==> src/rtl/rngc_pkg.sv <==
package rngc_pkg;
  typedef enum logic [1:0] {
    OP_IDLE = 2'd0,
    OP_RUN  = 2'd1,
    OP_DONE = 2'd2
  } op_state_e;

  localparam logic [11:0] ADR_VERSION = 12'h000;
  localparam logic [11:0] ADR_COMMAND = 12'h004;
  localparam logic [11:0] ADR_CONTROL = 12'h008;
  localparam logic [11:0] ADR_STATUS  = 12'h00C;
  localparam logic [11:0] ADR_DATA    = 12'h014;

  localparam int CMD_SRST  = 6;
  localparam int CMD_CLRE  = 5;
  localparam int CMD_CLRI  = 4;
  localparam int CMD_SEED  = 1;
  localparam int CMD_STEST = 0;

  localparam int CTL_MERR  = 6;
  localparam int CTL_MDONE = 5;
  localparam int CTL_AUTO  = 4;

  localparam logic [31:0] VERSION_WORD = 32'h1000_0240;
endpackage

==> src/rtl/rngc_op_fsm.sv <==
module rngc_op_fsm
  import rngc_pkg::*;
#(
  parameter int OP_CYCLES = 16
) (
  input  logic clk,
  input  logic rst_n,
  input  logic soft_rst,
  input  logic start,
  output logic running,
  output logic done,
  output logic finish
);
  localparam int CNT_W = $clog2(OP_CYCLES + 1);
  localparam logic [CNT_W-1:0] CNT_LOAD = CNT_W'(OP_CYCLES - 1);

  op_state_e        state;
  logic [CNT_W-1:0] cnt;

  assign running = (state == OP_RUN);
  assign done    = (state == OP_DONE);
  assign finish  = running && (cnt == '0) && !start && !soft_rst;

  always_ff @(posedge clk or negedge rst_n) begin
    if (!rst_n) begin
      state <= OP_IDLE;
      cnt   <= '0;
    end else if (start) begin
      state <= OP_RUN;
      cnt   <= CNT_LOAD;
    end else if (soft_rst) begin
      state <= OP_IDLE;
      cnt   <= '0;
    end else if (running) begin
      if (cnt == '0) state <= OP_DONE;
      else           cnt   <= cnt - 1'b1;
    end
  end

  assert_start_runs_R2: assert property (@(posedge clk) disable iff (!rst_n)
    start |=> running);
  assert_done_holds_R3: assert property (@(posedge clk) disable iff (!rst_n)
    (done && !start && !soft_rst) |=> done);
  assert_srst_idle_R8: assert property (@(posedge clk) disable iff (!rst_n)
    (soft_rst && !start) |=> (!running && !done));
endmodule

==> src/rtl/rngc_lfsr.sv <==
module rngc_lfsr #(
  parameter int          W    = 32,
  parameter logic [W-1:0] TAPS = 32'h8020_0003,
  parameter logic [W-1:0] SEED = 32'h6A09_E667
) (
  input  logic         clk,
  input  logic         rst_n,
  input  logic         adv,
  output logic [W-1:0] value
);
  logic [W-1:0] nxt;

  always_comb begin
    nxt = value >> 1;
    if (value[0]) nxt = nxt ^ TAPS;
  end

  always_ff @(posedge clk or negedge rst_n) begin
    if (!rst_n)   value <= SEED;
    else if (adv) value <= nxt;
  end

  assert_nonzero_R9: assert property (@(posedge clk) disable iff (!rst_n)
    value != '0);
  assert_advance_R9: assert property (@(posedge clk) disable iff (!rst_n)
    adv |=> (value != $past(value)));
endmodule

==> src/rtl/rngc_top.sv <==
module rngc_top
  import rngc_pkg::*;
#(
  parameter int OP_CYCLES = 16
) (
  input  logic        clk,
  input  logic        rst_n,
  input  logic        bus_sel,
  input  logic        bus_wr,
  input  logic [11:0] bus_addr,
  input  logic [31:0] bus_wdata,
  output logic [31:0] bus_rdata,
  output logic        irq
);
  localparam int NOPS = 2;  // index 0 = self-test, 1 = seed

  logic wr_cmd, wr_ctl, rd_data, soft_rst, clr_irq;
  logic mask_err, mask_done, auto_seed;
  logic [NOPS-1:0] op_start, op_run, op_done, op_fin;
  logic [31:0] lfsr_val;

  assign wr_cmd   = bus_sel && bus_wr && (bus_addr == ADR_COMMAND);
  assign wr_ctl   = bus_sel && bus_wr && (bus_addr == ADR_CONTROL);
  assign rd_data  = bus_sel && !bus_wr && (bus_addr == ADR_DATA);
  assign soft_rst = wr_cmd && bus_wdata[CMD_SRST];
  assign clr_irq  = wr_cmd && (bus_wdata[CMD_CLRE] || bus_wdata[CMD_CLRI]);
  assign op_start[0] = wr_cmd && bus_wdata[CMD_STEST];
  assign op_start[1] = wr_cmd && bus_wdata[CMD_SEED];

  generate
    for (genvar g = 0; g < NOPS; g++) begin : g_op
      rngc_op_fsm #(.OP_CYCLES(OP_CYCLES)) op_i (
        .clk     (clk),
        .rst_n   (rst_n),
        .soft_rst(soft_rst),
        .start   (op_start[g]),
        .running (op_run[g]),
        .done    (op_done[g]),
        .finish  (op_fin[g])
      );
    end
  endgenerate

  rngc_lfsr u_lfsr (
    .clk  (clk),
    .rst_n(rst_n),
    .adv  (rd_data),
    .value(lfsr_val)
  );

  always_ff @(posedge clk or negedge rst_n) begin
    if (!rst_n) begin
      mask_err  <= 1'b0;
      mask_done <= 1'b0;
      auto_seed <= 1'b0;
    end else if (soft_rst) begin
      mask_err  <= 1'b0;
      mask_done <= 1'b0;
      auto_seed <= 1'b0;
    end else if (wr_ctl) begin
      mask_err  <= bus_wdata[CTL_MERR];
      mask_done <= bus_wdata[CTL_MDONE];
      auto_seed <= bus_wdata[CTL_AUTO];
    end
  end

  always_ff @(posedge clk or negedge rst_n) begin
    if (!rst_n)                        irq <= 1'b0;
    else if (soft_rst)                 irq <= 1'b0;
    else if ((|op_fin) && !mask_done)  irq <= 1'b1;
    else if (clr_irq)                  irq <= 1'b0;
  end

  always_comb begin
    bus_rdata = '0;
    unique case (bus_addr)
      ADR_VERSION: bus_rdata = VERSION_WORD;
      ADR_COMMAND: bus_rdata = {30'd0, op_run[1], op_run[0]};
      ADR_CONTROL: bus_rdata = {25'd0, mask_err, mask_done, auto_seed, 4'd0};
      ADR_STATUS:  bus_rdata = {16'd0, 4'd5, 4'd5, 1'b0, 1'b1, op_done[1],
                                op_done[0], 2'b00, |op_run, ~(|op_run)};
      ADR_DATA:    bus_rdata = lfsr_val;
      default:     bus_rdata = '0;
    endcase
  end

  assert_irq_cause_R5: assert property (@(posedge clk) disable iff (!rst_n)
    $rose(irq) |-> ((op_done[0] && !$past(op_done[0])) ||
                    (op_done[1] && !$past(op_done[1]))));
  assert_clear_drops_R6: assert property (@(posedge clk) disable iff (!rst_n)
    (clr_irq && !(|op_fin)) |=> !irq);
  assert_srst_ctl_R8: assert property (@(posedge clk) disable iff (!rst_n)
    soft_rst |=> (!mask_err && !mask_done && !auto_seed && !irq));
endmodule

==> config.mk <==
export PLATFORM = sky130hd
export DESIGN_NAME = rngc_top
export DESIGN_NICKNAME = d
export VERILOG_FILES = /design/src/rtl/rngc_pkg.sv /design/src/rtl/rngc_op_fsm.sv /design/src/rtl/rngc_lfsr.sv /design/src/rtl/rngc_top.sv
export SDC_FILE = /design/constraint.sdc
export NUM_CORES = 1
export LEC_CHECK = 0
export ABC_AREA = 0
export BUFFER_PORTS_ARGS = -buffer_cell sky130_fd_sc_hd__buf_2
export CAP_MARGIN = 0
export CORE_UTILIZATION = 46
export DETAILED_ROUTE_END_ITERATION = 16
export PLACE_DENSITY_LB_ADDON = 0.25
export REMOVE_ABC_BUFFERS = 1
export SLEW_MARGIN = 20
export SYNTH_ARGS = -nofsm -noshare
export SYNTH_HDL_FRONTEND = slang
export SYNTH_SLANG_ARGS = --single-unit
==> constraint.sdc <==
create_clock -name clk -period 3.5 [get_ports clk]
set_clock_uncertainty 0.2 [all_clocks]
set_input_delay 1.05 -clock clk [delete_from_list [all_inputs] [get_ports clk]]
set_output_delay 1.05 -clock clk [all_outputs]
set_load 0.01 [all_outputs]
# ---- After elaboration in Yosys (flattened, before gate mapping)
# Index checks and enable logic that the tools add are counted.
dict set report word_totals {
  regBits 50
  out_inout_bits 33
}
dict set report op_classes {
  add_sub_neg 2
  mux 27
  n_eq_ne 10
  n_reduce_logical 37
  bitwise 2
}
# operator n
set op_table {}
lappend op_table {{one-hot mux 32 bit (5 select lines)} 1}
lappend op_table {{2-to-1 mux 5 bit} 8}
lappend op_table {{2-to-1 mux 32 bit} 1}
lappend op_table {{equality test 12 x 4 -> 1 bit (second input constant)} 2}
lappend op_table {{logical AND 1 bit} 16}
lappend op_table {{2-to-1 mux 2 bit} 8}
lappend op_table {{nonzero test 3 bit} 5}
lappend op_table {{equality test 12 x 3 -> 1 bit (second input constant)} 1}
lappend op_table {{equality test 12 x 5 -> 1 bit (second input constant)} 1}
lappend op_table {{logical NOT 12 bit} 1}
lappend op_table {{logical NOT 5 bit} 2}
lappend op_table {{subtractor 5 x 1 -> 5 bit (second input constant)} 2}
lappend op_table {{2-to-1 mux 1 bit} 9}
lappend op_table {{AND reduction 2 bit} 4}
lappend op_table {{!= test 3 x 1 -> 1 bit (second input constant)} 2}
lappend op_table {{logical NOT 1 bit} 5}
lappend op_table {{equality test 2 x 1 -> 1 bit (second input constant)} 2}
lappend op_table {{equality test 2 bit (second input constant)} 2}
lappend op_table {{inverter 3 -> 4 bit} 1}
lappend op_table {{OR reduction 2 bit} 2}
lappend op_table {{nonzero test 2 bit} 1}
lappend op_table {{logical OR 1 bit} 1}
lappend op_table {{inverter 1 bit} 1}

# ---- Longest topological paths before layout
dict set report depth {
  depth_word 10
  mapped_depth 7
  ltp_nobuf 7
}

# ---- Modules after synthesis
# From an unflattened synthesis, not the netlist that was laid out.
dict set report hier_totals {
  hier_cells 288
  area_unflattened_um2 3108.0
}
# mod area_per_inst_um2 n_inst seq_area_each_um2 cells_per_inst
set modules_own_cells {}
lappend modules_own_cells {rngc_lfsr 1569.0 1 820.8 102}
lappend modules_own_cells {rngc_op_fsm 400.4 2 175.2 42}
lappend modules_own_cells {rngc_top 738.2 1 100.1 102}

# ---- Worst setup path after synthesis
# Ideal clock, no wire load.
dict set report synth_timing {
  kind {input port to output port}
  start {input bus_addr[7]}
  end {output bus_rdata[13]}
  stages 6
  slack_ps -313
  arrival_ps 2563
  path_cell_list {or4_4 or3_4 nor3_4 buf_6 buf_6 and2_1}
}
dict set report synth_via {
  elab_chain_len 2
  word_cells_on_any_way 6
  cone_classes {eq/ne: 4; mux: 1; reduce/logical: 1}
}
# item line
set synth_rtl {}
lappend synth_rtl {{start: declaration} rngc_top.sv:10} ;# input logic [11:0] bus_addr,
lappend synth_rtl {{equality test 12 x 5 -> 1 bit (tied with other cells)} rngc_top.sv:76} ;# unique case (bus_addr)
lappend synth_rtl {{one-hot mux 32 bit (5 select lines) *} rngc_top.sv:76}
lappend synth_rtl {{end: declaration} rngc_top.sv:12} ;# output logic [31:0] bus_rdata,
# Mark *: on every way between the ends. The rest lies on a longest branch, timed or not.

# ---- Worst setup path in the final report
dict set report layout_timing {
  start {input bus_addr[7]}
  end {output bus_rdata[5]}
}
# Same word-level chain as after synthesis.

==> impl.org <==
** Placed design
- Port Buffer Count :: 53
- At the end of routability-driven placement, the weighted congestion stood at 0.799.
- Detailed placement ended at an HPWL of 3.81 mm.

** Clocking
- After clock tree synthesis, the clock-pin slew on the worst setup and hold paths is 0.09 ns.
- The clock passes through at most 2 buffers.
- The cell sitting at the root of the clock tree is a sky130_fd_sc_hd__clkbuf_8.
- Counting every sink on the clock net gives 50.
- Counting the buffers created by CTS gives 5.
- At the later pin of the worst-skew pair, clock insertion delay measures 0.30 ns.
- Number of H-tree levels :: 2
- TritonCTS built the clock tree.

** Status
- The checks that failed: setup timing.
- The flow ran to the end, but the final reports show violations.

** STA
- Transition time at the pin with the least slew margin :: 0.432 ns
- Final max-slew violation count :: 0
- Worst hold-check slack :: 0.265 ns
- Setup repair after global routing could not meet its margin everywhere.
- Measured against its own limit, the worst slew margin works out to 70.9%.
- Derived from the worst setup path, the maximum achievable clock frequency is 253 MHz.
- Setup violations remaining at the end of the flow were counted as 32.
- Once routing completed, OpenROAD measured the worst setup slack at -0.446 ns.
- The worst path uses 113% of the clock period.
- For the finished layout, the period the worst path requires is 3.95 ns.
- Fin. Hold Viols :: 0

** Setup path
- Of all nets on the critical path, the largest fanout is 13.
- Critical Path AT :: 2.70 ns
- Setup crit end kind :: primary output
- Critical Setup Path Class :: in2out
- The worst setup path is launched from a primary input.
- Data on the critical path is required at its endpoint by 2.25 ns.

** Cells and area
- Relative to the synthesized area, the layout overhead comes to 22.4%.
- In the final design database the tool counted 417 nets.
- Share of cells above drive strength 1 :: 29.8%
- 0 antenna diodes ended up in the layout.

** Routing
- Via density per instance :: 5.01
- Count of TritonRoute iterations in the first routing pass :: 4
- Once detail routing completed, the nets flagged for antenna violations numbered 0.
- In this run, the number of DRC markers left after iteration 0 of detailed routing was 182.
- Across all layers, the routed design uses 2,194 vias.
- DRC viols :: 0
- Detail-routed net length per standard cell :: 12.2 um
- The final layout contains routed wiring with a total length of 5.33 mm.

** Synthesis
- In this run the cell area of the synthesized design comes to 0.00262 mm2.
- In this run the biggest area consumer among cell types represents 32.5% of the synthesized area.
- Number of warnings printed during yosys synthesis :: 0
- Sequential elements use 48.6% of the synthesized area.
- For this run, asynchronously set or reset flops after synthesis account for 100%.
- Cell count after synthesis :: 299
- The most used flip-flop cell after synthesis is sky130_fd_sc_hd__dfrtp_1.
- Counting flops with a built-in enable in the synthesized netlist gives 0.
- Post-synthesis cell type with the largest combined area :: sky130_fd_sc_hd__dfrtp_1
- Number of different library cells in the post-synthesis netlist :: 44
- Top area cells in the synthesized netlist :: sky130_fd_sc_hd__dfrtp_1 33%, sky130_fd_sc_hd__dfstp_2 16%, sky130_fd_sc_hd__nand2_1 15%, sky130_fd_sc_hd__and2_1 5.5%, sky130_fd_sc_hd__o21ai_0 3.1%
- Dividing the synthesized area by the synthesized cell count gives 8.75 um2.
- Flip-flop and latch count after synthesis :: 50

** Power
- Pwr dens :: 328 mW/mm2
- Static Leakage :: 1.63 nW
- Worst vdd ir :: 279 uV
- After layout, the design draws a total of 1.05 mW.

** GRT
- Wire length of the first global-routing pass :: 9.41 mm
- Largest net degree at the start of global routing :: 51
- The via count of the first global-routing pass is 2,095.
- After global routing the overflow that remains totals 0.
- The initial antenna violation count came to 0.
- Total GRT Usage :: 19.7%

** Die
- For this design the top-level I/O count stands at 81.
- Core ar. :: 0.00551 mm2
- The initial utilization of the core area, before any placement, comes to 47.5%.
- The initialized floorplan defines 27 standard-cell rows.
- The floorplan step defined a die boundary enclosing 0.00599 mm2.
- In this run the vertical extent of the chip is 77.4 um.
- The die is 77.4 um wide.

** Min path
- The path class of the tightest hold or removal check is reg2reg.

** Flow run
- Maximum Capacitance Violations :: 0
==> per-stage QoR <==
step | util (%) | TNS (ns) | std cells | setup slack, ns | area, um2
after floorplan | - | -13.46 | 286 | -0.498 | 2540
after global placement | 55.3 | -12.91 | 429 | -0.481 | 3040
after detailed placement | 55.3 | -13.30 | 429 | -0.499 | 3040
after CTS | 58.2 | -13.15 | 439 | -0.456 | 3200
after global routing | 58.1 | -15.24 | 438 | -0.524 | 3200
final | 58.1 | -13.02 | 438 | -0.446 | 3200
==> critical path: stages <==
cell and delay [ns]:
sky130_fd_sc_hd__buf_6 0.09, sky130_fd_sc_hd__or4_4 0.53, sky130_fd_sc_hd__or3_4 0.40, sky130_fd_sc_hd__nor3_4 0.16, sky130_fd_sc_hd__buf_6 0.17, sky130_fd_sc_hd__a221o_1 0.16, sky130_fd_sc_hd__buf_2 0.13
==> path summary, 6_finish.rpt <==
path | start | endpoint | slack, ns | cells past startpoint
setup reg to reg | g_op[0].op_i.cnt[0] | g_op[0].op_i.cnt[2] | 1.29 | 7
hold reg to reg | u_lfsr.value[29] | u_lfsr.value[29] | 0.27 | 2
min in group asynchronous | rst_n | u_lfsr.value[31] | 0.53 | 2
setup / recovery | bus_addr[7] | bus_rdata[5] | -0.45 | 7
max in group asynchronous | rst_n | u_lfsr.value[2] | 2.30 | 2
hold / removal | u_lfsr.value[29] | u_lfsr.value[29] | 0.27 | 2
==> repair_timing <==
action | 4_1_cts | 5_1_grt
setup endpoints to repair | 32 | 32
endpoints found under the hold margin | 0 | 0
hold buffers | 0 | 0
resized for setup | 8 | 3
setup buffers | 2 | 1
pin swaps | 3 | 1
==> cell families (layout without fill, tap and decap cells) <==
kind of cell | count (synthesis) | in the layout | synth area share, %
xor gates and xnor gates | 11 | 11 | 3.68
buffers and inverters | 21 | 88 | 4.02
AOI/OAI and AO/OA | 33 | 33 | 7.99
DFF | 50 | 50 | 48.6
adders and majority gates | 4 | 4 | 1.91
and+or+nand+nor | 177 | 177 | 32.6
muxes | 3 | 3 | 1.20
==> flip-flops by register name, indices dropped and copies added (netlist names) <==
| signal | flops |
|---|---|
| auto_seed | 1 |
| g_op.op_i.cnt | 10 |
| g_op.op_i.state | 4 |
| irq | 1 |
| mask_done | 1 |
| mask_err | 1 |
| u_lfsr.value | 32 |
==> synthesized netlist by cell type, types with 5 or more instances <==
library cell / n
sky130_fd_sc_hd__xnor2_1: 5
sky130_fd_sc_hd__xor2_1: 6
sky130_fd_sc_hd__nand2_1: 107
sky130_fd_sc_hd__buf_2: 5
sky130_fd_sc_hd__dfstp_2: 16
sky130_fd_sc_hd__and2_1: 23
sky130_fd_sc_hd__nor2_1: 13
sky130_fd_sc_hd__inv_1: 8
sky130_fd_sc_hd__o21ai_0: 16
sky130_fd_sc_hd__dfrtp_1: 34
sky130_fd_sc_hd__nor3_1: 6
==> routing by layer <==
metal  routed length (um)  track usage, %  vias up
li1                     -               -     1102
met1                 2620            26.7     1026
met2                 2380            32.0       62
met3                  280            3.76        4
met4                   49            5.66        0
met5                    0               0        -
==> report_power, final <==
group | switching, mW | total [mW] | internal (mW)
clock | 0.192 | 0.403 | 0.211
sequential | 0.00394 | 0.587 | 0.583
combinational | 0.0357 | 0.0610 | 0.0253
total | 0.232 | 1.05 | 0.819
==> final cells by class <==
class,count,area [um2]
fillers,502,2310
flip-flops and latches,50,1270
multi-input cells,228,1260
repair buffers,72,438
well taps,72,90.1
clock buffers,5,68.8
clock inverters,3,40.0
inverters,8,30.0
==> cells in the final DEF (no fill, tap or decap), drive strengths merged, types with 2 or more instances in the layout <==
master / count
a21o: 4
inv: 8
nand2: 107
or3: 2
nor2b: 3
buf: 72
xor2: 6
a32o: 2
a21oi: 3
nand3: 4
nand2b: 2
a22oi: 2
and2: 23
clkbuf: 5
or4: 2
clkinv: 2
o21ai: 16
o31ai: 2
nor3: 8
dfrtp: 34
dfstp: 16
nor2: 13
ha: 4
or4b: 2
xnor2: 5
mux2i: 2
nand4b: 2
and3: 3
Power figures use the tool's default switching activity.
